### src/rtl/sprom_pkg.sv
package sprom_pkg;

  typedef enum logic [1:0] {
    ST_IDLE  = 2'd0,
    ST_WAIT  = 2'd1,
    ST_LEAD  = 2'd2,
    ST_FRAME = 2'd3
  } rd_state_e;

  // serial periods in one frame: start + 2 opcode + address + dummy + data
  function automatic int frame_slots(input int aw, input int dw);
    return 3 + aw + 1 + dw;
  endfunction

  // value launched on the data pin in serial period 'slot'
  function automatic logic cmd_bit(input int slot, input int aw, input logic [15:0] addr);
    if (slot < 2)            return 1'b1;
    else if (slot == 2)      return 1'b0;
    else if (slot < 3 + aw)  return addr[aw + 2 - slot];
    return 1'b0;
  endfunction

endpackage

### src/rtl/sprom_sclk_gen.sv
module sprom_sclk_gen #(
  parameter int DIV   = 32,
  parameter int SLOTS = 28
) (
  input  logic                     clk,
  input  logic                     rst_n,
  input  logic                     run,
  output logic [$clog2(DIV)-1:0]   phase,
  output logic [$clog2(SLOTS)-1:0] slot,
  output logic                     sclk,
  output logic                     rise_next,
  output logic                     frame_last
);
  localparam int PH_W = $clog2(DIV);
  localparam int SL_W = $clog2(SLOTS);
  localparam logic [PH_W-1:0] PH_LAST = PH_W'(DIV - 1);
  localparam logic [PH_W-1:0] PH_HALF = PH_W'(DIV / 2);
  localparam logic [PH_W-1:0] PH_PRE  = PH_W'(DIV / 2 - 1);
  localparam logic [SL_W-1:0] SL_LAST = SL_W'(SLOTS - 1);

  logic period_end;
  assign period_end = run && (phase == PH_LAST);

  always_ff @(posedge clk) begin
    if (!rst_n || !run) begin
      phase <= '0;
      slot  <= '0;
    end else if (period_end) begin
      phase <= '0;
      slot  <= (slot == SL_LAST) ? '0 : slot + 1'b1;
    end else begin
      phase <= phase + 1'b1;
    end
  end

  assign sclk       = run && (phase >= PH_HALF);
  assign rise_next  = run && (phase == PH_PRE);
  assign frame_last = period_end && (slot == SL_LAST);

  p_slot_range_r5: assert property (@(posedge clk) disable iff (!rst_n)
    run |-> (int'(slot) < SLOTS));

  p_idle_counters_r5: assert property (@(posedge clk) disable iff (!rst_n)
    !run |=> (phase == '0 && slot == '0) || run);

endmodule

### src/rtl/sprom_handoff.sv
module sprom_handoff #(
  parameter int GUARD = 2
) (
  input  logic clk,
  input  logic rst_n,
  input  logic want,
  input  logic ext_busy,
  output logic grant
);
  localparam int CW = $clog2(GUARD + 1);
  localparam logic [CW-1:0] C_LAST = CW'(GUARD - 1);

  logic [CW-1:0] quiet_q;

  always_ff @(posedge clk) begin
    if (!rst_n || !want || ext_busy) quiet_q <= '0;
    else if (!grant)                 quiet_q <= quiet_q + 1'b1;
  end

  assign grant = want && !ext_busy && (quiet_q == C_LAST);

  p_grant_quiet_r3: assert property (@(posedge clk) disable iff (!rst_n)
    grant |-> !ext_busy);

  p_grant_history_r3: assert property (@(posedge clk) disable iff (!rst_n)
    (grant && GUARD >= 2) |-> !$past(ext_busy));

endmodule

### src/rtl/sprom_word_capture.sv
module sprom_word_capture #(
  parameter int DW = 16
) (
  input  logic          clk,
  input  logic          rst_n,
  input  logic          sample,
  input  logic          sio_in,
  input  logic          finish,
  output logic [DW-1:0] word,
  output logic          done
);
  logic [DW-1:0] shift_q;

  always_ff @(posedge clk) begin
    if (!rst_n) begin
      shift_q <= '0;
      word    <= '0;
      done    <= 1'b0;
    end else begin
      if (sample) shift_q <= {shift_q[DW-2:0], sio_in};
      done <= finish;
      if (finish) word <= shift_q;
    end
  end

  p_done_single_r8: assert property (@(posedge clk) disable iff (!rst_n)
    done |=> !done);

  p_word_hold_r11: assert property (@(posedge clk) disable iff (!rst_n)
    !done |-> $stable(word));

endmodule

### src/rtl/sprom_word_reader.sv
module sprom_word_reader
  import sprom_pkg::*;
#(
  parameter int CLK_DIV    = 32,
  parameter int ADDR_W     = 8,
  parameter int DATA_W     = 16,
  parameter int CS_LOW_CYC = 8,
  parameter int GUARD_CYC  = 2
) (
  input  logic              clk,
  input  logic              rst_n,
  input  logic              rd_req,
  input  logic [ADDR_W-1:0] rd_addr,
  output logic              rd_done,
  output logic [DATA_W-1:0] rd_word,
  input  logic              ext_busy,
  output logic              own_busy,
  output logic              sclk_o,
  output logic              sclk_oe,
  output logic              scs_o,
  output logic              scs_oe,
  output logic              sio_o,
  output logic              sio_oe,
  input  logic              sio_i
);
  localparam int CMD_SLOTS   = 3 + ADDR_W;
  localparam int FRAME_SLOTS = frame_slots(ADDR_W, DATA_W);
  localparam int PH_W        = $clog2(CLK_DIV);
  localparam int SL_W        = $clog2(FRAME_SLOTS);
  localparam int LD_W        = $clog2(CS_LOW_CYC + 1);
  localparam logic [LD_W-1:0] LD_LAST = LD_W'(CS_LOW_CYC - 1);

  rd_state_e         state_q;
  logic [ADDR_W-1:0] addr_q;
  logic [LD_W-1:0]   lead_q;

  logic [PH_W-1:0] phase;
  logic [SL_W-1:0] slot;
  logic gen_sclk, rise_next, frame_last, grant;

  // named internal events
  logic in_frame, in_wait, pins_drv, cmd_phase, sample_evt;
  assign in_frame   = (state_q == ST_FRAME);
  assign in_wait    = (state_q == ST_WAIT);
  assign pins_drv   = (state_q == ST_LEAD) || in_frame;
  assign cmd_phase  = in_frame && (int'(slot) < CMD_SLOTS);
  assign sample_evt = rise_next && (int'(slot) > CMD_SLOTS);

  sprom_handoff #(.GUARD(GUARD_CYC)) u_handoff (
    .clk      (clk),
    .rst_n    (rst_n),
    .want     (in_wait),
    .ext_busy (ext_busy),
    .grant    (grant)
  );

  sprom_sclk_gen #(.DIV(CLK_DIV), .SLOTS(FRAME_SLOTS)) u_sclk (
    .clk        (clk),
    .rst_n      (rst_n),
    .run        (in_frame),
    .phase      (phase),
    .slot       (slot),
    .sclk       (gen_sclk),
    .rise_next  (rise_next),
    .frame_last (frame_last)
  );

  sprom_word_capture #(.DW(DATA_W)) u_capture (
    .clk    (clk),
    .rst_n  (rst_n),
    .sample (sample_evt),
    .sio_in (sio_i),
    .finish (frame_last),
    .word   (rd_word),
    .done   (rd_done)
  );

  always_ff @(posedge clk) begin
    if (!rst_n) begin
      state_q <= ST_IDLE;
      addr_q  <= '0;
      lead_q  <= '0;
    end else begin
      unique case (state_q)
        ST_IDLE: if (rd_req) begin
          addr_q  <= rd_addr;
          state_q <= ST_WAIT;
        end
        ST_WAIT: begin
          lead_q <= '0;
          if (grant) state_q <= ST_LEAD;
        end
        ST_LEAD: begin
          if (lead_q == LD_LAST) state_q <= ST_FRAME;
          else                   lead_q  <= lead_q + 1'b1;
        end
        ST_FRAME: if (frame_last) state_q <= ST_IDLE;
        default: state_q <= ST_IDLE;
      endcase
    end
  end

  assign own_busy = (state_q != ST_IDLE);
  assign sclk_oe  = pins_drv;
  assign scs_oe   = pins_drv;
  assign sio_oe   = pins_drv && !(in_frame && !cmd_phase);
  assign sclk_o   = gen_sclk;
  assign scs_o    = in_frame;
  assign sio_o    = cmd_phase ? cmd_bit(int'(slot), ADDR_W, 16'(addr_q)) : 1'b0;

  p_idle_release_r9: assert property (@(posedge clk) disable iff (!rst_n)
    !own_busy |-> (!sclk_oe && !scs_oe && !sio_oe));

  p_sio_release_r7: assert property (@(posedge clk) disable iff (!rst_n)
    (scs_o && !cmd_phase) |-> !sio_oe);

  p_cs_lead_r4: assert property (@(posedge clk) disable iff (!rst_n)
    $rose(scs_o) |-> ($past(scs_oe) && !$past(scs_o)));

  p_sclk_low_at_cs_r5: assert property (@(posedge clk) disable iff (!rst_n)
    $rose(scs_o) |-> !sclk_o);

  p_bit_stable_high_r6: assert property (@(posedge clk) disable iff (!rst_n)
    (sclk_o && $past(sclk_o) && sio_oe) |-> $stable(sio_o));

  p_req_ignored_r10: assert property (@(posedge clk) disable iff (!rst_n)
    own_busy |=> $stable(addr_q));

  p_done_released_r9: assert property (@(posedge clk) disable iff (!rst_n)
    rd_done |-> !own_busy);

endmodule

### config.mk
export PLATFORM = sky130hd
export DESIGN_NAME = sprom_word_reader
export DESIGN_NICKNAME = d
export VERILOG_FILES = /design/src/rtl/sprom_pkg.sv /design/src/rtl/sprom_sclk_gen.sv /design/src/rtl/sprom_handoff.sv /design/src/rtl/sprom_word_capture.sv /design/src/rtl/sprom_word_reader.sv
export SDC_FILE = /design/constraint.sdc
export NUM_CORES = 1
export LEC_CHECK = 0
export ABC_CLOCK_PERIOD_IN_PS = 2600
export BUFFER_PORTS_ARGS = -buffer_cell sky130_fd_sc_hd__buf_2
export CAP_MARGIN = 20
export CORE_MARGIN = 4
export CORE_UTILIZATION = 59
export CTS_BUF_LIST = sky130_fd_sc_hd__clkbuf_4 sky130_fd_sc_hd__clkbuf_8
export DETAILED_ROUTE_END_ITERATION = 6
export PLACE_DENSITY = 0.91
export SKIP_LAST_GASP = 1
export SYNTH_ARGS = -nofsm -noshare
export SYNTH_HDL_FRONTEND = slang
export SYNTH_HIERARCHICAL = 1
export SYNTH_SLANG_ARGS = --single-unit
### constraint.sdc
create_clock -name clk -period 2.6 [get_ports clk]
set_input_delay 0.65 -clock clk [delete_from_list [all_inputs] [get_ports clk]]
set_output_delay 0.65 -clock clk [all_outputs]
set_load 0.05 [all_outputs]
==> results of run 1 <==
critical path, cell delays in order, from the launching register on:
cell,delay (ns)
dfxtp_4,0.37
inv_1,0.07
ha_4,0.27
mux4_2,0.34
o211ai_1,0.10
and4b_1,0.25
a211oi_4,0.05
buf_6,0.16
metrics by stage:
| stage | power, uW | util |
|---|---|---|
| finish | 2310 | 0.719 |
| CTS | 2340 | 0.718 |
| global placement | 1480 | 0.660 |
| global route | 2440 | 0.719 |
| detailed placement | 1500 | 0.660 |
| floorplan | 1400 | - |
sequential cells by signal (all words and copies together), names as in the netlist:
signal and flops:
lead_q 4, u_handoff/quiet_q 2, u_sclk/slot 5, addr_q 8, state_q 2, u_capture/done 1
u_sclk/phase 5, u_capture/word 16, u_capture/shift_q 16
how the worst max path moves through the flow:
stage	end	startpoint	cells after the start	slack, ns
6_report	sio_o	u_sclk/slot[0]	7	0.004
5_1_grt	sio_o	u_sclk/slot[0]	7	-0.09
4_1_cts	sio_o	u_sclk/slot[0]	7	-0.03
3_5_place_dp	sio_o	u_sclk/slot[0]	6	0.06
3_3_place_gp	sio_o	u_sclk/slot[0]	6	0.16
2_1_floorplan	sio_oe	state_q[0]	2	0.002
power by group:
group | total, uW | internal (uW) | switching [uW]
Clock | 825 | 474 | 351
Combinational | 503 | 158 | 345
Sequential | 979 | 947 | 32.5
layer usage:
layer	up-vias	global-route usage	share of wire
li1	1008	-	-
met1	899	0.210	0.44
met2	48	0.327	0.48
met3	9	0.0818	0.059
met4	0	0.0874	0.021
met5	-	0	0
layout by cell type, fill, tap and decap left out, types with 2 or more instances in the layout:
cell and instances:
nand3b_1 3, a21oi_1 15, ha_1 12, mux2i_1 33
mux4_2 2, nand4_1 2, nor3_1 2, buf_4 7
xor2_1 2, clkinv_2 3, and2_1 2, nand2_1 18
inv_1 13, nor2_1 10, or2_2 2, nand3_1 16
a311oi_1 2, a211oi_4 2, o21ai_0 2, dfxtp_1 57
nor2b_1 34, dfxtp_4 2, o211ai_1 2, nand2b_1 3
buf_2 35, clkbuf_8 10
kinds of logic after synthesis:
group | Yosys count
mux | 36
buf+inv | 26
fa+ha+maj | 13
compound gates | 30
flops | 59
xor+xnor | 3
simple gates | 102
area by class of cell:
| cell class | instances | area share |
|---|---|---|
| sequential | 59 | 0.377 |
| tap | 52 | 0.0207 |
| multi-input combinational | 184 | 0.447 |
| timing repair buffer | 43 | 0.0759 |
| clock inverter | 5 | 0.0167 |
| inverter | 14 | 0.0167 |
| clock buffer | 11 | 0.0461 |
what timing repair did:
item                       CTS  global route
pin swaps                    1             2
setup buffers                3             0
setup endpoints to repair    1             1
gates resized for setup      8             1
==> reports/qor.txt, run 1 <==
share of cells above drive strength 1 - 0.253
Min-Delay Path Class - reg2reg
synthesis-to-layout area growth - 16.5%
Startpoint Class - flop
relative slew slack - 0.628
Clock Pin Slew Worst Setup and Hold Paths - 0.06 ns
Sequential Area - 1190 sq um
count of final setup violators - 0
final non-filler cell area - 3150 sq um
area of the die - 5730 sq um
n_diodes - 0
most common cell in the netlist - dfxtp_1
Mapped Cells - 269
initial core utilization - 0.617
Worst R2R End - state_q[0]
CTS buffer count - 9
largest family of logic cells by synthesized area - simple AND/OR/NAND/NOR gates
post-synthesis sequential area ratio - 0.437
most frequent cells after synthesis - 59 x dfxtp_1, 35 x nor2b_1, 33 x mux2i_1
clk_skew - 0.00809 ns
crit path kind - reg2out
WP data required - 1.95 ns
Post-Synth Simple-Gate Area - 0.219
TNS Setup - 0 ns
adder-cell share of the synthesized area - 0.0602
PwrDens - 732 nW/um^2
number of global-route vias before repair - 1910
Synth area leaders - dfxtp_1 44%, mux2i_1 12%, nor2b_1 8.1%
fmax - 385 MHz
drt drc - 0
Reg2Reg Depth - 9
Core Area - 4380 sq um
period utilization - 0.998
reg2reg setup slack - 0.27 ns
Post-synth EDFFs - 0
total grt overflow - 0
Final nets - 337
# IOs - 37
largest net degree at the start of global routing - 36
placed cell areas - 2890 sq um
Cell Count, Final, Fillers Out - 368
hold_ws - 0.459 ns
status - finished clean
Endpoint, Worst Hold - u_sclk/phase[0]
Hold Buf Count CTS - 0
area of the multi-input gates - 1410 sq um
share of synthesized registers carrying an async set or reset - 0
Total GRT Usage - 0.193
Final Max Tran Viols - 0
reg-to-reg startpoint - u_sclk/phase[0]
final wirelength - 4900 um
die height - 75.7 um
H-tree depth - 3
die extent in x - 75.7 um
antenna violations before repair - 0
Mapped Nets - 295
WHS Path Cells - 1
Clock Latency Late Sink - 0.34 ns
Worst Path Max Fanout - 4
fin crit period - 2.60 ns
mux cell area share after synthesis - 0.143
# fillers - 337
pre-CTS setup slack - 0.0592 ns
first-pass GRT wire length - 8250 um
Pleak - 0.00126 uW
Placed Instances - 349
area leader, netlist - dfxtp_1
post-synthesis compound-gate area fraction - 0.0731
hpwl dp - 3350 um
Clock Tree Buf Depth - 2
library cells used by synthesis - 44
Via density - 5.34
Wirelength per Cell - 13.3 um
VDD IR-drop max - 691 uV
crit path DAT - 1.95 ns
clk root buf - clkbuf_8
Main synth FF type - dfxtp_1
min-delay src - u_sclk/phase[0]
Max Cap Viol - 0
routed via count - 1964
CP Capture Type - output port
post-synthesis xor/xnor area fraction - 0.00972
Synth Cell Area - 2700 sq um
unrepaired setup endpoints after global routing - true
clock sinks - 59
Final Hold Vio Count - 0
TritonCTS clock tree - yes
top cell type's share of synthesized area - 0.437
FF+latch count, synth - 59
worst setup margin - 0.00403 ns
Row Count - 24
Final GP Congestion - 0.848
drt first-iter violations - 110
antenna-violating nets left - 0
Yosys warnings - 6
Buffers on Ports - 36
mean post-synth cell area - 10.1 sq um
Worst Tran Pin Value - 0.557 ns
router iterations before antenna repair - 4
(Power assumes the default switching activity.)
==> run 2: changes to the inputs <==
Settings changed: MAX_ROUTING_LAYER from default to met4.
==> reports/qor.txt, run 2 (same netlist as run 1, synthesis figures left out) <==
VDD IR-drop max - 692 uV
Clk pwr share - 0.357
Worst Path Max Fanout - 4
CP Capture Type - output port
Pleak - 0.00126 uW
Max Cap Viol - 0
Startpoint Class - flop
placed cell areas - 2890 sq um
routed via count - 1965
Tot Pwr - 2310 uW
Reg2Reg Depth - 9
antenna-violating nets left - 0
sequential power share - 0.425
# IOs - 37
fmax - 385 MHz
initial core utilization - 0.617
hpwl dp - 3350 um
reg2reg setup slack - 0.26 ns
min-delay src - u_sclk/phase[0]
clk root buf - clkbuf_8
combinational share of power - 0.218
worst path cell trace - inv_1 > ha_4 > mux4_2 > o211ai_1 > and4b_1 > a211oi_4 > buf_6
Total GRT Usage - 0.199
Core Util, Final - 0.719
drt drc - 0
switching share of power - 0.316
H-tree depth - 3
crit path DAT - 1.95 ns
Clock Pin Slew Worst Setup and Hold Paths - 0.06 ns
delay-heaviest family, CP - flip-flops
TNS Setup - 0 ns
antenna violations before repair - 0
number of global-route vias before repair - 1909
relative slew slack - 0.629
Final Max Tran Viols - 0
Via density - 5.34
slowest stage delay, CP - 0.36 ns
final non-filler cell area - 3150 sq um
status - finished clean
die height - 75.7 um
share of cells above drive strength 1 - 0.253
clock sinks - 59
fin crit period - 2.60 ns
CTS buffer count - 9
Row Count - 24
router iterations before antenna repair - 4
crit path kind - reg2out
drt first-iter violations - 115
Clock Latency Late Sink - 0.34 ns
n_diodes - 0
synthesis-to-layout area growth - 16.5%
total grt overflow - 0
period utilization - 0.999
Final Hold Vio Count - 0
Int Power - 1580 uW
WP data required - 1.95 ns
most frequent cells in the layout - 57 x dfxtp_1, 35 x buf_2, 34 x nor2b_1, 33 x mux2i_1, 18 x nand2_1
Critical Path Slowest Stage Cell - dfxtp_4
reg-to-reg startpoint - u_sclk/phase[0]
Min-Delay Path Class - reg2reg
first-pass GRT wire length - 8240 um
Sw Pwr - 729 uW
die extent in x - 75.7 um
PwrDens - 732 nW/um^2
Core Area - 4380 sq um
Endpoint, Worst Hold - u_sclk/phase[0]
Buffers on Ports - 36
CP bufs+invs - 2
count of final setup violators - 0
Final GP Congestion - 0.861
largest net degree at the start of global routing - 36
Worst R2R End - state_q[0]
TritonCTS clock tree - yes
Clock Tree Buf Depth - 2
Wirelength per Cell - 13.3 um
most common cell after layout, fill and taps aside - dfxtp_1
# fillers - 337
area of the die - 5730 sq um
largest registers - u_capture/shift_q x16, u_capture/word x16, addr_q x8
Final nets - 337
Worst Tran Pin Value - 0.556 ns
clk_skew - 0.00859 ns
WHS Path Cells - 1
final wirelength - 4900 um
unrepaired setup endpoints after global routing - true
==> run 2: cell counts in the layout (fill, tap and decap cells not counted) <==
No cell type changed its count.
==> run 2: repair_timing <==
item | CTS | global route
pin swaps | 1 | 2
cloned | 0 | 0
hold buffers | 0 | 0
gates resized for setup | 8 | 1
setup endpoints to repair | 1 | 1
setup buffers | 3 | 0
==> run 2: worst max-delay path by stage <==
stage                   startpoint     end  depth (start not counted)
finish              u_sclk/slot[0]   sio_o                          7
detailed placement  u_sclk/slot[0]   sio_o                          6
CTS                 u_sclk/slot[0]   sio_o                          7
global route        u_sclk/slot[0]   sio_o                          7
global placement    u_sclk/slot[0]   sio_o                          6
floorplan               state_q[0]  sio_oe                          2
==> run 2: per-layer routing <==
layer,track usage,part of all wire,vias up,wire length [um]
met5,-,0,-,0
met4,0.0932,0.021,0,101
met3,0.0752,0.055,10,271
met2,0.328,0.48,43,2340
met1,0.211,0.45,903,2190
li1,-,-,1009,-
==> run 2: cell type report <==
type	count	area [sq um]	area share
clock buffers	11	145	0.0461
multi-input cells	184	1410	0.447
well taps	52	65.1	0.0207
inverters	14	52.6	0.0167
clock inverters	5	52.6	0.0167
flip-flops and latches	59	1190	0.377
repair buffers	43	239	0.0759
==> run 2: stage by stage <==
step / cells / setup slack, ns / hold slack [ns]
floorplan: 269 / 0.00206 / 0.418
global placement: 349 / 0.165 / 0.430
detailed placement: 349 / 0.0592 / 0.449
CTS: 368 / -0.0252 / 0.461
global route: 368 / -0.0886 / 0.492
finish: 368 / 0.00315 / 0.459
==> run 2: power groups by stage <==
stage	clock (uW)	combinational (uW)	sequential [uW]
2_1_floorplan	0	410	991
3_3_place_gp	0	484	997
3_5_place_dp	0	501	1000
4_1_cts	850	509	980
5_1_grt	901	558	985
6_report	824	503	980
==> run 2: worst reg2reg max path: stages (launching register included) <==
cell and delay (ns):
dfxtp_1 0.36, ha_1 0.19, and3_1 0.19, ha_1 0.34
nand2_1 0.11, nor2_2 0.11, inv_1 0.05, a222oi_1 0.54
a21oi_1 0.14, a311oi_1 0.24
==> run 3: changes to the inputs <==
Settings changed: PLACE_DENSITY 0.91 to default, PLACE_DENSITY_LB_ADDON from default to 0.08.
==> reports/qor.txt, run 3 (same netlist as run 1, synthesis figures left out) <==
die extent in x - 75.7 um
routed via count - 1979
# IOs - 37
Final GP Congestion - 0.807
die height - 75.7 um
period utilization - 0.975
Core Area - 4380 sq um
Max Cap Viol - 0
clock sinks - 59
Clock Pin Slew Worst Setup and Hold Paths - 0.06 ns
synthesis-to-layout area growth - 16.4%
initial core utilization - 0.617
largest net degree at the start of global routing - 21
PwrDens - 738 nW/um^2
Tot Pwr - 2320 uW
antenna violations before repair - 0
Clock Tree Buf Depth - 2
# fillers - 352
Wirelength per Cell - 13.0 um
area of the die - 5730 sq um
relative slew slack - 0.694
number of global-route vias before repair - 1837
Reg2Reg Depth - 9
Final Hold Vio Count - 0
reg2reg setup slack - 0.25 ns
router iterations before antenna repair - 4
share of cells above drive strength 1 - 0.256
Total GRT Usage - 0.191
Clock Latency Late Sink - 0.34 ns
crit path kind - reg2out
VDD IR-drop max - 656 uV
final wirelength - 4790 um
antenna-violating nets left - 0
Buffers on Ports - 36
TritonCTS clock tree - yes
Pleak - 0.00126 uW
most common cell after layout, fill and taps aside - dfxtp_1
CP bufs+invs - 2
Placed Instances - 351
status - finished clean
H-tree depth - 3
hold_ws - 0.451 ns
worst path cell trace - buf_6 > mux4_2 > o211ai_1 > and4b_1 > a211oi_4 > buf_6
fin crit period - 2.54 ns
Hold Buf Count CTS - 0
count of final setup violators - 0
Worst R2R End - state_q[0]
hpwl dp - 3270 um
CP Capture Type - output port
crit path DAT - 1.89 ns
most frequent cells in the layout - 58 x dfxtp_1, 35 x buf_2, 34 x nor2b_1, 33 x mux2i_1, 18 x nand2_1
drt drc - 0
Final Max Tran Viols - 0
Cell Count, Final, Fillers Out - 369
drt first-iter violations - 63
CTS buffer count - 9
slowest stage delay, CP - 0.51 ns
Final nets - 338
Min-Delay Path Class - reg2reg
Stages on worst setup path - 6
fmax - 394 MHz
largest registers - u_capture/shift_q x16, u_capture/word x16, addr_q x8
first-pass GRT wire length - 7940 um
Worst Path Max Fanout - 4
endpoint of the worst setup timing path - sio_o
worst setup path start - u_sclk/slot[0]
WP data required - 1.95 ns
reg-to-reg startpoint - u_sclk/phase[0]
delay-heaviest family, CP - multiplexers
clk_skew - 0.00649 ns
Worst Tran Pin Value - 0.458 ns
CP dominant cell by count - buf_6
TNS Setup - 0 ns
Row Count - 24
Startpoint Class - flop
Critical Path Slowest Stage Cell - mux4_2
unrepaired setup endpoints after global routing - true
n_diodes - 0
total grt overflow - 0
Via density - 5.36
clk root buf - clkbuf_8
[run 3: repair_timing]
item / in CTS / in global routing
buffers inserted: 1 / 1
pin swaps: 5 / 3
endpoints found under the setup margin: 1 / 2
gates resized for setup: 7 / 0
[run 3: layout make-up]
| type | count | area, sq um | share of cell area |
|---|---|---|---|
| inverter | 14 | 52.6 | 0.0167 |
| multi-input combinational | 184 | 1400 | 0.445 |
| clock inverter | 5 | 52.6 | 0.0167 |
| clock buffer | 11 | 145 | 0.0461 |
| timing repair buffer | 44 | 250 | 0.0795 |
| sequential | 59 | 1180 | 0.376 |
| tap | 52 | 65.1 | 0.0207 |
[run 3: power by group]
part           internal [uW]  leakage (uW)  total [uW]  switching [uW]
Sequential               949      0.000477         979            30.2
Combinational            172      0.000682         521             349
Clock                    474      0.000103         822             349
[run 3: worst reg2reg max path: cells and delay by family (launching register included)]
kind            cells  cell delay (ns)
fa+ha+maj           2             0.54
simple gates        3             0.44
flops               1             0.35
compound gates      3             0.87
buf+inv             1             0.07
[run 3: how the worst min path moves through the flow]
stage / start / to / cells after the start
2_1_floorplan: u_sclk/phase[0] / u_sclk/phase[0] / 1
3_3_place_gp: u_sclk/phase[0] / u_sclk/phase[0] / 1
3_5_place_dp: u_sclk/phase[0] / u_sclk/phase[0] / 1
4_1_cts: u_sclk/phase[0] / u_sclk/phase[0] / 1
5_1_grt: addr_q[2] / addr_q[2] / 2
6_report: u_sclk/phase[0] / u_sclk/phase[0] / 1
[run 3: through the flow]
stage	setup slack [ns]	util	area [sq um]
2_1_floorplan	0.00206	-	2720
3_3_place_gp	0.251	0.663	2910
3_5_place_dp	0.197	0.663	2910
4_1_cts	0.00951	0.716	3140
5_1_grt	-0.00975	0.718	3150
6_report	0.0646	0.718	3150
[run 3: metal layers]
layer | vias to the layer above | share of wire | GRT usage
met1 | 896 | 0.43 | 0.214
met4 | 0 | 0.038 | 0.132
met3 | 18 | 0.051 | 0.0475
met2 | 53 | 0.48 | 0.298
li1 | 1012 | - | -
met5 | - | 0 | -
